`src/rtl/nbp_pkg.sv`:
```
package nbp_pkg;
  localparam int unsigned NBR_CELLS = 5;
  localparam int unsigned NBR_BITS  = NBR_CELLS - 1;
  localparam int unsigned PAT_LAST  = (1 << NBR_BITS) - 1;

  typedef enum logic [2:0] {
    ST_IDLE, ST_FILL, ST_SET, ST_READ, ST_WRITE, ST_DRAIN, ST_DONE
  } state_e;

  // valid for v < 15
  function automatic logic [2:0] mod5(input logic [4:0] v);
    logic [4:0] t;
    t = v;
    if (t >= 5'd10) t = t - 5'd10;
    if (t >= 5'd5)  t = t - 5'd5;
    return t[2:0];
  endfunction
endpackage

```
`src/rtl/nbp_cell_walker.sv`:
```
module nbp_cell_walker
  import nbp_pkg::*;
#(
  parameter int unsigned ROWS = 16,
  parameter int unsigned COLS = 16,
  parameter int unsigned AW   = $clog2(ROWS*COLS)
) (
  input  logic          clk_i,
  input  logic          rst_ni,
  input  logic          load_i,
  input  logic          step_i,
  input  logic          full_i,
  input  logic [2:0]    label_i,
  output logic [AW-1:0] addr_o,
  output logic          last_o
);
  localparam int unsigned RW = (ROWS > 1) ? $clog2(ROWS) : 1;
  localparam int unsigned CW = (COLS > 1) ? $clog2(COLS) : 1;

  logic [RW-1:0] row_q;
  logic [CW-1:0] col_q;
  logic [AW-1:0] base_q;
  logic [2:0]    c0_q, lbl_q, c0_first, c0_next;
  logic          full_q;

  // first column of label L on row 0 is 3L mod 5; each row shifts it by +2
  assign c0_first = mod5({1'b0, label_i, 1'b0} + {2'b00, label_i});
  assign c0_next  = mod5({2'b00, c0_q} + 5'd2);

  always_comb begin
    if (full_q) last_o = (int'(row_q) == int'(ROWS) - 1) && (int'(col_q) == int'(COLS) - 1);
    else        last_o = (int'(row_q) == int'(ROWS) - 1) && (int'(col_q) + 5 >= int'(COLS));
  end

  assign addr_o = base_q + AW'(col_q);

  always_ff @(posedge clk_i or negedge rst_ni) begin
    if (!rst_ni) begin
      row_q  <= '0;
      col_q  <= '0;
      base_q <= '0;
      c0_q   <= '0;
      lbl_q  <= '0;
      full_q <= 1'b1;
    end else if (load_i) begin
      row_q  <= '0;
      base_q <= '0;
      full_q <= full_i;
      lbl_q  <= label_i;
      c0_q   <= c0_first;
      col_q  <= full_i ? '0 : CW'(c0_first);
    end else if (step_i) begin
      if (full_q) begin
        if (int'(col_q) == int'(COLS) - 1) begin
          col_q  <= '0;
          row_q  <= row_q + 1'b1;
          base_q <= base_q + AW'(COLS);
        end else begin
          col_q <= col_q + 1'b1;
        end
      end else if (int'(col_q) + 5 < int'(COLS)) begin
        col_q <= col_q + CW'(5);
      end else begin
        row_q  <= row_q + 1'b1;
        base_q <= base_q + AW'(COLS);
        c0_q   <= c0_next;
        col_q  <= CW'(c0_next);
      end
    end
  end

  assert_label_hit_R3: assert property (@(posedge clk_i) disable iff (!rst_ni)
    !full_q |-> ((int'(row_q) + 2 * int'(col_q)) % 5) == int'(lbl_q));

  assert_in_grid_R5: assert property (@(posedge clk_i) disable iff (!rst_ni)
    (int'(row_q) < int'(ROWS)) && (int'(col_q) < int'(COLS)));
endmodule

```
`src/rtl/nbp_gray_step.sv`:
```
module nbp_gray_step
  import nbp_pkg::*;
(
  input  logic [2:0] round_i,
  input  logic [3:0] idx_i,
  input  logic       rising_i,
  output logic [2:0] label_o,
  output logic       value_o
);
  logic [4:0] tr;
  logic [3:0] g;
  logic [1:0] pos;

  always_comb begin
    // transition index: idx-1 -> idx when rising, idx+1 -> idx when falling
    tr  = rising_i ? {1'b0, idx_i} : ({1'b0, idx_i} + 5'd1);
    g   = idx_i ^ (idx_i >> 1);
    pos = 2'd0;
    for (int p = 3; p >= 0; p--) begin
      if (tr[p]) pos = 2'(p);
    end
    value_o = g[pos];
    label_o = mod5({2'b00, round_i} + {3'b000, pos} + 5'd1);
  end
endmodule

```
`src/rtl/nbp_read_check.sv`:
```
module nbp_read_check #(
  parameter int unsigned AW = 8
) (
  input  logic          clk_i,
  input  logic          rst_ni,
  input  logic          clr_i,
  input  logic          re_i,
  input  logic          exp_i,
  input  logic [AW-1:0] addr_i,
  input  logic          rdata_i,
  output logic          fail_o,
  output logic [AW-1:0] fail_addr_o
);
  logic          pend_q, exp_q;
  logic [AW-1:0] addr_q;

  always_ff @(posedge clk_i or negedge rst_ni) begin
    if (!rst_ni) begin
      pend_q      <= 1'b0;
      exp_q       <= 1'b0;
      addr_q      <= '0;
      fail_o      <= 1'b0;
      fail_addr_o <= '0;
    end else begin
      pend_q <= re_i;
      exp_q  <= exp_i;
      addr_q <= addr_i;
      if (clr_i) begin
        fail_o      <= 1'b0;
        fail_addr_o <= '0;
      end else if (pend_q && (rdata_i != exp_q) && !fail_o) begin
        fail_o      <= 1'b1;
        fail_addr_o <= addr_q;
      end
    end
  end

  assert_fail_sticky_R9: assert property (@(posedge clk_i) disable iff (!rst_ni)
    (fail_o && !clr_i) |=> (fail_o && $stable(fail_addr_o)));

  assert_clear_R10: assert property (@(posedge clk_i) disable iff (!rst_ni)
    clr_i |=> (!fail_o && fail_addr_o == '0));
endmodule

```
`src/rtl/nbr_pattern_bist.sv`:
```
module nbr_pattern_bist
  import nbp_pkg::*;
#(
  parameter int unsigned ROWS = 16,
  parameter int unsigned COLS = 16,
  localparam int unsigned CELLS = ROWS * COLS,
  localparam int unsigned AW    = $clog2(CELLS)
) (
  input  logic          clk_i,
  input  logic          rst_ni,
  input  logic          start_i,
  output logic [AW-1:0] mem_addr_o,
  output logic          mem_we_o,
  output logic          mem_re_o,
  output logic          mem_wdata_o,
  input  logic          mem_rdata_i,
  output logic          busy_o,
  output logic          done_o,
  output logic          fail_o,
  output logic [AW-1:0] fail_addr_o
);
  localparam logic [2:0] LAST_ROUND = 3'(NBR_CELLS - 1);
  localparam logic [3:0] IDX_LAST   = 4'(PAT_LAST);

  state_e     st_q, st_d;
  logic [2:0] round_q, round_d;
  logic [3:0] idx_q, idx_d;
  logic       ph_q, ph_d, wval_q;
  logic       load, step, clr, last;
  logic [2:0] gs_label, walk_label;
  logic       gs_val, walk_full, op_act;

  assign op_act = (st_q == ST_FILL) || (st_q == ST_SET) || (st_q == ST_READ) || (st_q == ST_WRITE);

  always_comb begin
    st_d    = st_q;
    round_d = round_q;
    idx_d   = idx_q;
    ph_d    = ph_q;
    load    = 1'b0;
    step    = 1'b0;
    clr     = 1'b0;
    unique case (st_q)
      ST_IDLE, ST_DONE: begin
        if (start_i) begin
          st_d    = ST_FILL;
          round_d = '0;
          idx_d   = '0;
          ph_d    = 1'b0;
          load    = 1'b1;
          clr     = 1'b1;
        end
      end
      ST_FILL, ST_SET, ST_READ, ST_WRITE: begin
        if (!last) begin
          step = 1'b1;
        end else begin
          load = 1'b1;
          unique case (st_q)
            ST_FILL: begin
              st_d  = ST_READ;
              ph_d  = 1'b0;
              idx_d = '0;
            end
            ST_SET:   st_d = ST_READ;
            ST_WRITE: st_d = ST_READ;
            default: begin
              if (!ph_q) begin
                if (idx_q == IDX_LAST) begin
                  st_d = ST_SET;
                  ph_d = 1'b1;
                end else begin
                  st_d  = ST_WRITE;
                  idx_d = idx_q + 4'd1;
                end
              end else if (idx_q == '0) begin
                if (round_q == LAST_ROUND) begin
                  st_d = ST_DRAIN;
                  load = 1'b0;
                end else begin
                  st_d    = ST_FILL;
                  round_d = round_q + 3'd1;
                  ph_d    = 1'b0;
                end
              end else begin
                st_d  = ST_WRITE;
                idx_d = idx_q - 4'd1;
              end
            end
          endcase
        end
      end
      ST_DRAIN: st_d = ST_DONE;
      default:  st_d = ST_IDLE;
    endcase
  end

  always_ff @(posedge clk_i or negedge rst_ni) begin
    if (!rst_ni) begin
      st_q    <= ST_IDLE;
      round_q <= '0;
      idx_q   <= '0;
      ph_q    <= 1'b0;
      wval_q  <= 1'b0;
    end else begin
      st_q    <= st_d;
      round_q <= round_d;
      idx_q   <= idx_d;
      ph_q    <= ph_d;
      if (load) wval_q <= gs_val;
    end
  end

  // sweep descriptor is derived from the next state so sweeps abut
  nbp_gray_step u_gray (
    .round_i  (round_d),
    .idx_i    (idx_d),
    .rising_i (!ph_d),
    .label_o  (gs_label),
    .value_o  (gs_val)
  );

  assign walk_full  = (st_d == ST_FILL);
  assign walk_label = (st_d == ST_WRITE) ? gs_label : round_d;

  nbp_cell_walker #(.ROWS(ROWS), .COLS(COLS), .AW(AW)) u_walk (
    .clk_i   (clk_i),
    .rst_ni  (rst_ni),
    .load_i  (load),
    .step_i  (step),
    .full_i  (walk_full),
    .label_i (walk_label),
    .addr_o  (mem_addr_o),
    .last_o  (last)
  );

  assign mem_we_o    = (st_q == ST_FILL) || (st_q == ST_SET) || (st_q == ST_WRITE);
  assign mem_re_o    = (st_q == ST_READ);
  assign mem_wdata_o = (st_q == ST_SET) || ((st_q == ST_WRITE) && wval_q);
  assign busy_o      = op_act || (st_q == ST_DRAIN);
  assign done_o      = (st_q == ST_DONE);

  nbp_read_check #(.AW(AW)) u_chk (
    .clk_i       (clk_i),
    .rst_ni      (rst_ni),
    .clr_i       (clr),
    .re_i        (mem_re_o),
    .exp_i       (ph_q),
    .addr_i      (mem_addr_o),
    .rdata_i     (mem_rdata_i),
    .fail_o      (fail_o),
    .fail_addr_o (fail_addr_o)
  );

  assert_addr_range_R5: assert property (@(posedge clk_i) disable iff (!rst_ni)
    (mem_we_o || mem_re_o) |-> (int'(mem_addr_o) < int'(CELLS)));

  assert_busy_hold_R2: assert property (@(posedge clk_i) disable iff (!rst_ni)
    (busy_o && st_q != ST_DRAIN) |=> busy_o);

  assert_drain_done_R2: assert property (@(posedge clk_i) disable iff (!rst_ni)
    (st_q == ST_DRAIN) |=> (done_o && !busy_o));

  assert_round_step_R8: assert property (@(posedge clk_i) disable iff (!rst_ni)
    (busy_o && $past(busy_o) && round_q != $past(round_q)) |-> (round_q == $past(round_q) + 3'd1));
endmodule

```
`config.mk`:
```
export PLATFORM = sky130hd
export DESIGN_NAME = nbr_pattern_bist
export DESIGN_NICKNAME = d
export VERILOG_FILES = /design/src/rtl/nbp_pkg.sv /design/src/rtl/nbp_cell_walker.sv /design/src/rtl/nbp_gray_step.sv /design/src/rtl/nbp_read_check.sv /design/src/rtl/nbr_pattern_bist.sv
export SDC_FILE = /design/constraint.sdc
export NUM_CORES = 1
export LEC_CHECK = 0
export ABC_AREA = 1
export BUFFER_PORTS_ARGS = -buffer_cell sky130_fd_sc_hd__buf_2
export CAP_MARGIN = 20
export CORE_MARGIN = 4
export CORE_UTILIZATION = 55
export CTS_CLUSTER_DIAMETER = 200
export DETAILED_ROUTE_END_ITERATION = 8
export GPL_TIMING_DRIVEN = 0
export PLACE_DENSITY_LB_ADDON = 0.1
export SYNTH_ARGS = -nofsm -noshare
export SYNTH_HDL_FRONTEND = slang
export SYNTH_SLANG_ARGS = --single-unit
```
`constraint.sdc`:
```
create_clock -name clk_i -period 15.4 [get_ports clk_i]
set_clock_uncertainty 0.2 [all_clocks]
set_input_delay 2.31 -clock clk_i [delete_from_list [all_inputs] [get_ports clk_i]]
set_output_delay 2.31 -clock clk_i [all_outputs]
set_load 0.01 [all_outputs]
```
* Word-level counts from Yosys, hierarchy flattened
Cells that the tools add are included.
** Operators by class
- Add/sub/neg operators :: 20
- Multiply operators :: 0
- Div/mod/pow operators :: 0
- Order comparisons :: 9
- Equal/unequal tests :: 17
- Shifts and indexed selects :: 0
- Mux-type cells :: 79
- Bitwise logic cells :: 1
- Reductions and logical operators :: 22
** Operators with widths (count)
- $mux W3 :: 22
- $mux W4 :: 16
- $mux W8 :: 7
- $ge A32 B6 Y1 const B :: 1
- $lt A32 B6 Y1 const B :: 1
- $mux W1 :: 19
- $add A4 B1 Y4 const B :: 4
- $pmux W4 S2 :: 2
- $eq A3 B3 Y1 const B :: 5
- $ge A5 B3 Y1 const B :: 3
- $ge A5 B4 Y1 const B :: 3
- $mux W5 :: 3
- $sub A5 B4 Y5 const B :: 3
- $pmux W3 S3 :: 1
- $sub A3 B3 Y3 const B :: 3
- $add A8 B4 Y8 :: 1
- $add A8 B5 Y8 const B :: 1
- $eq A4 B1 Y1 const B :: 2
- $mux W2 :: 4
- $eq A3 B1 Y1 const B :: 2
- $eq A3 B2 Y1 const B :: 2
- $logic_or A1 B1 Y1 :: 6
- $pmux W1 S2 :: 3
- $pmux W3 S2 :: 1
- other kinds (25) :: 33
** Storage, ports and cells
- Register bits :: 51
- Latch bits :: 0
- RAM bits :: 0
- ROM bits :: 0
- Output and inout bits :: 22
- Word-level logic and storage cells :: 163
- Memories kept :: 0

* Logic depth before layout (Yosys ltp)
- Depth in word-level cells :: 26
- Gate-level depth with buffers :: 60

* Hierarchy
From an unflattened synthesis, not the netlist that was laid out.
** Second synthesis, totals
- Cells, all modules :: 524
- Area total of the unflattened synthesis :: 3743.6 µm²
** By module, submodules not included
- nbp_cell_walker :: instances 1, cells each 219, area an instance 1498.9 µm²
- nbr_pattern_bist :: instances 1, cells each 180, area an instance 1167.4 µm²
- nbp_read_check :: instances 1, cells each 55, area an instance 679.4 µm²
- nbp_gray_step :: instances 1, cells each 70, area an instance 397.9 µm²

* Worst setup path after synthesis
OpenSTA, ideal clock, no wires.
- Path kind :: input to register
- From :: input port start_i
- To :: register u_walk.c0_q[0]
- Data arrival time :: 8241 ps
- Data required time :: 15062 ps
- Slack :: 6820 ps
- Stages :: 50
- Buffers on the path :: 0
- Path through :: inv_1 nor2_1 nor2_1 nand2_1 a22oi_1 ha_1 nand2_1 xor2_1 nand2_1 nand2_1 nand2_1 inv_1 ha_1 fa_1 ha_1 inv_1 nand3_2 nand2_4 (+14 left out) inv_1 ha_1 inv_1 fa_1 ha_1 nand2_1 nand3_2 nand2_2 nand2_1 nand2_1 ha_1 nand2_1 nor2_2 nand3_2 nand2_2 nand2_2 nand3_1 a22oi_1
** On the way
- Longest elaborated chain between the ends :: 21
- Elaborated cells between the ends (all ways) :: 38
- Those cells by class :: 8 x add/sub; 4 x order compare; 3 x eq/ne; 21 x mux; 2 x reduce/logical
** Ends and longest elaborated chain
- start: declaration :: RTL line nbr_pattern_bist.sv:11 : input logic start_i,
- $mux W4 :: RTL line nbr_pattern_bist.sv:45 : if (start_i) begin
- $pmux W4 S2 :: RTL line nbr_pattern_bist.sv:43 : unique case (st_q)
- $add A4 B1 Y4 :: RTL line nbp_gray_step.sv:16 : tr = rising_i ? {1'b0, idx_i} : ({1'b0, idx_i} + 5'd1);
- $mux W4 :: RTL line nbp_gray_step.sv:16
- $mux W2 (4 in a row) :: RTL line nbp_gray_step.sv:20 : if (tr[p]) pos = 2'(p);
- $add A3 B2 Y4 :: RTL line nbp_gray_step.sv:23 : label_o = mod5({2'b00, round_i} + {3'b000, pos} + 5'd1);
- $add A5 B1 Y5 :: RTL line nbp_gray_step.sv:23
- $sub A5 B4 Y5 / $ge A5 B4 Y1 (equally long branches) :: RTL line nbp_pkg.sv:14 : if (t >= 5'd10) t = t - 5'd10;
- (+2 left out)
- $mux W3 :: RTL line nbp_pkg.sv:15 : if (t >= 5'd5) t = t - 5'd5;
- $mux W3 :: RTL line nbr_pattern_bist.sv:124 : assign walk_label = (st_d == ST_WRITE) ? gs_label : round_d;
- $add A4 B3 Y5 :: RTL line nbp_cell_walker.sv:27 : assign c0_first = mod5({1'b0, label_i, 1'b0} + {2'b00, label_i});
- $sub A5 B4 Y5 / $ge A5 B4 Y1 (equally long branches) :: RTL line nbp_pkg.sv:14
- $mux W5 :: RTL line nbp_pkg.sv:14
- $ge A5 B3 Y1 / $sub A3 B3 Y3 (equally long branches) :: RTL line nbp_pkg.sv:15
- $mux W3 :: RTL line nbp_pkg.sv:15
- $mux W3 :: RTL line nbp_cell_walker.sv:45 : end else if (load_i) begin
- end signal: assignment :: RTL line nbp_cell_walker.sv:50 : c0_q <= c0_first;
- end signal: assignment :: RTL line nbp_cell_walker.sv:66 : c0_q <= c0_next;
- end: declaration :: RTL line nbp_cell_walker.sv:23 : logic [2:0] c0_q, lbl_q, c0_first, c0_next;
Parallel ways exist; a longest one is shown, timed or not.
A chain may end at the register's enable or synchronous reset.

* Worst setup path in the final report
Ends and elaborated chain as after synthesis.

==> impl_metrics.yaml <==
clock_network:
  cts_setup_buffers: 0
  numCtsBuffers: 5
  clk_latency_ns: 0.31
  holdBufCountCts: 0
  cts_tree: "built"
  cts_buffer_depth: 2
  cts.sinks: 47
  htreeDepth: 2
  clkTransAtPathRegs_ns: 0.10
  cts-root-buf: "clkbuf_8"
  ctsResizeCount: 0
placement:
  dp_hpwl_um: 5830
  gp_congestion: 0.846
  place.port_buffers: 25
  dp_slack_ns: 5.89
power_and_ir_drop:
  p_clk_share_pct: 13.8
  internal-power_uw: 346
  p_leak_nw: 2.13
  sw_frac_of_total_pct: 48.7
  combPwrFrac_pct: 59.4
  p_seq_share_pct: 26.8
  p_sw_uw: 328
  peakVddDrop_mv: 0.106
  p_per_area_nw_per_um2: 169
global_route:
  antenna_found_initial: 0
  grt_overflow: 0
  grt_max_degree: 48
  met2_usage_pct: 34.2
  grt_usage_pct: 20.3
  grt_pass1_vias: 2951
  use_met1_pct: 27.3
  grt_pass1_wl_um: 13100
  gr-usage-met3_pct: 2.76
  grt-busiest-layer: "met2"
flow_run:
  cap_violations: 0
timing:
  setup_viol_count_final: 0
  setup_tns_ns: 0
  period_minus_slack_ns: 9.20
  drv_slew: 0
  rsz0062_at_grt: "no"
  final-hold-violation-count: 0
  min_period_over_period_pct: 59.7
  setup_slack_ns: 6.20
  max_freq_mhz: 109
  maxSlewHeadroom_pct: 45.0
  worstMarginPinSlew_ns: 0.826
floorplanning:
  die-area_um2: 7980
  coreArea_um2: 6390
  dieWidth_um: 89.3
  io_pins: 26
  start_util_pct: 57.0
  die-height_um: 89.3
  num_rows: 29
final_layout:
  n_antenna_cell: 0
  layout_commonest_cell: "nand2_1"
  fin_util_pct: 62.5
  final_cell_mix: "nand2_1, inv_1, dfrtp_1"
  syn2layout_area_growth_pct: 9.80
  n_fill_cell: 583
  nets: 540
  final_layout_size_suffix_gt1_share_pct: 18.4
synth:
  syn_nets: 507
  synth_area_per_cell_um2: 7.71
  synth_seq_area_share_pct: 32.4
  ys_ff_latch: 47
  synth_area_um2: 3640
  yosys_warnings: 0
  syn-instance-count: 472
  yosys.cell_types.count: 46
routing:
  vias: 3111
  routed_wl_um: 7390
  drc: 0
  drt_first_pass_iters: 4
  vias_per_cell: 5.34
  final_antenna_net_count: 0
  first_iter_violations: 167
  wire_per_inst_um: 12.7
critical_path:
  endpoint_kind: "flop"
  path_class: "input port to flop"
  required_ns: 15.42
  critPathLaunchType: "input port"
  max_stage_delay_ns: 0.55
  cp_common_cell: "nand2_1"
  crit_slowest_cell: "fa_1"
  arrival_ns: 9.22
  crit_fanout: 6
min_path:
  hp-class: "flop to flop"
status:
  status: "complete, no violations"
[per-layer routing]
layer | up-vias | routed length, µm
met5 | - | 0
met2 | 59 | 3510
met4 | 0 | 76
met3 | 6 | 310
met1 | 1432 | 3500
li1 | 1614 | -
[power groups by stage]
stage                     clock (mW)  combinational, mW  sequential, mW
after floorplan                    0              0.318           0.176
after global placement             0              0.389           0.181
after detailed placement           0              0.399           0.183
after CTS                     0.0948              0.401           0.181
after global routing           0.101              0.462           0.185
final                         0.0929              0.400           0.181
[logic make-up (layout without fill, tap and decap cells)]
kind of cell,after synthesis,after routing,share of synthesized area [%]
mux,2,2,0.929
fa+ha+maj,31,31,11.1
compound gates,85,85,14.3
flops,47,47,32.4
buf+inv,92,126,10.0
simple gates,200,200,27.7
xor+xnor,15,15,3.61
[cell usage after synthesis (all sizes together)]
| cell type | instances | area (µm²) |
|---|---|---|
| a211oi | 3 | 22.5 |
| a21o | 1 | 7.51 |
| a21oi | 24 | 120 |
| a22o | 8 | 70.1 |
| a22oi | 4 | 30.0 |
| a311oi | 1 | 8.76 |
| a31o | 1 | 8.76 |
| a31oi | 3 | 18.8 |
| a32oi | 2 | 17.5 |
| buf | 3 | 22.5 |
| clkbuf | 6 | 22.5 |
| clkinv | 2 | 12.5 |
| dfrtp | 46 | 1150 |
| dfstp | 1 | 26.3 |
| fa | 2 | 40.0 |
| ha | 29 | 363 |
| inv | 81 | 307 |
| mux2 | 1 | 11.3 |
| mux2i | 1 | 22.5 |
| nand2 | 95 | 435 |
| nand3 | 43 | 268 |
| nand4 | 6 | 37.5 |
| nor2 | 44 | 193 |
| nor3 | 10 | 60.1 |
| nor3b | 1 | 7.51 |
| o211ai | 2 | 15.0 |
| o21ai | 31 | 155 |
| o221ai | 1 | 8.76 |
| o22ai | 1 | 6.26 |
| o31ai | 2 | 15.0 |
| o41ai | 1 | 16.3 |
| or2 | 1 | 6.26 |
| xnor2 | 3 | 26.3 |
| xor2 | 12 | 105 |
[critical path, delay by kind of cell]
kind	cells	cell delay (ns)
compound gates	3	0.70
xor+xnor	1	0.15
fa+ha+maj	10	2.70
buf+inv	8	0.70
mux	1	0.28
simple gates	28	2.37
[cell type report]
class	count	area [µm²]	share of cell area [%]
multi-input cells	333	2100	52.5
repair buffers	26	145	3.63
inverters	83	319	7.99
clock buffers	5	68.8	1.72
clock inverters	3	46.3	1.16
flip-flops and latches	47	1180	29.5
well taps	77	96.3	2.41
plain buffers	9	45.0	1.13
[per-stage QoR]
step,cells,power (mW),area (µm²),hold slack [ns]
2_1_floorplan,472,0.493,3640,0.209
3_3_place_gp,574,0.570,3860,0.249
3_5_place_dp,574,0.581,3860,0.250
4_1_cts,582,0.677,3970,0.272
5_1_grt,583,0.749,3990,0.296
6_report,583,0.673,3990,0.273
[flip-flops by register name, summed over array words and instances (netlist names)]
signal / count
idx_q: 4
ph_q: 1
round_q: 3
st_q: 3
u_chk.addr_q: 8
u_chk.exp_q: 1
u_chk.fail_addr_o: 8
u_chk.fail_o: 1
u_chk.pend_q: 1
u_walk.base_q: 4
u_walk.c0_q: 3
u_walk.col_q: 4
u_walk.full_q: 1
u_walk.row_q: 4
wval_q: 1
[path summary, 6_finish.rpt]
check	from	to	slack, ns	depth (start not counted)
setup / recovery	start_i	u_walk.c0_q[0]	6.20	51
setup reg to reg	u_walk.col_q[0]	u_walk.c0_q[0]	7.03	55
hold reg to reg	ph_q	u_chk.exp_q	0.27	0
hold / removal	ph_q	u_chk.exp_q	0.27	0
max in group asynchronous	rst_ni	u_walk.full_q	12.89	2
min in group asynchronous	rst_ni	ph_q	1.62	1
Power figures use the tool's default switching activity.
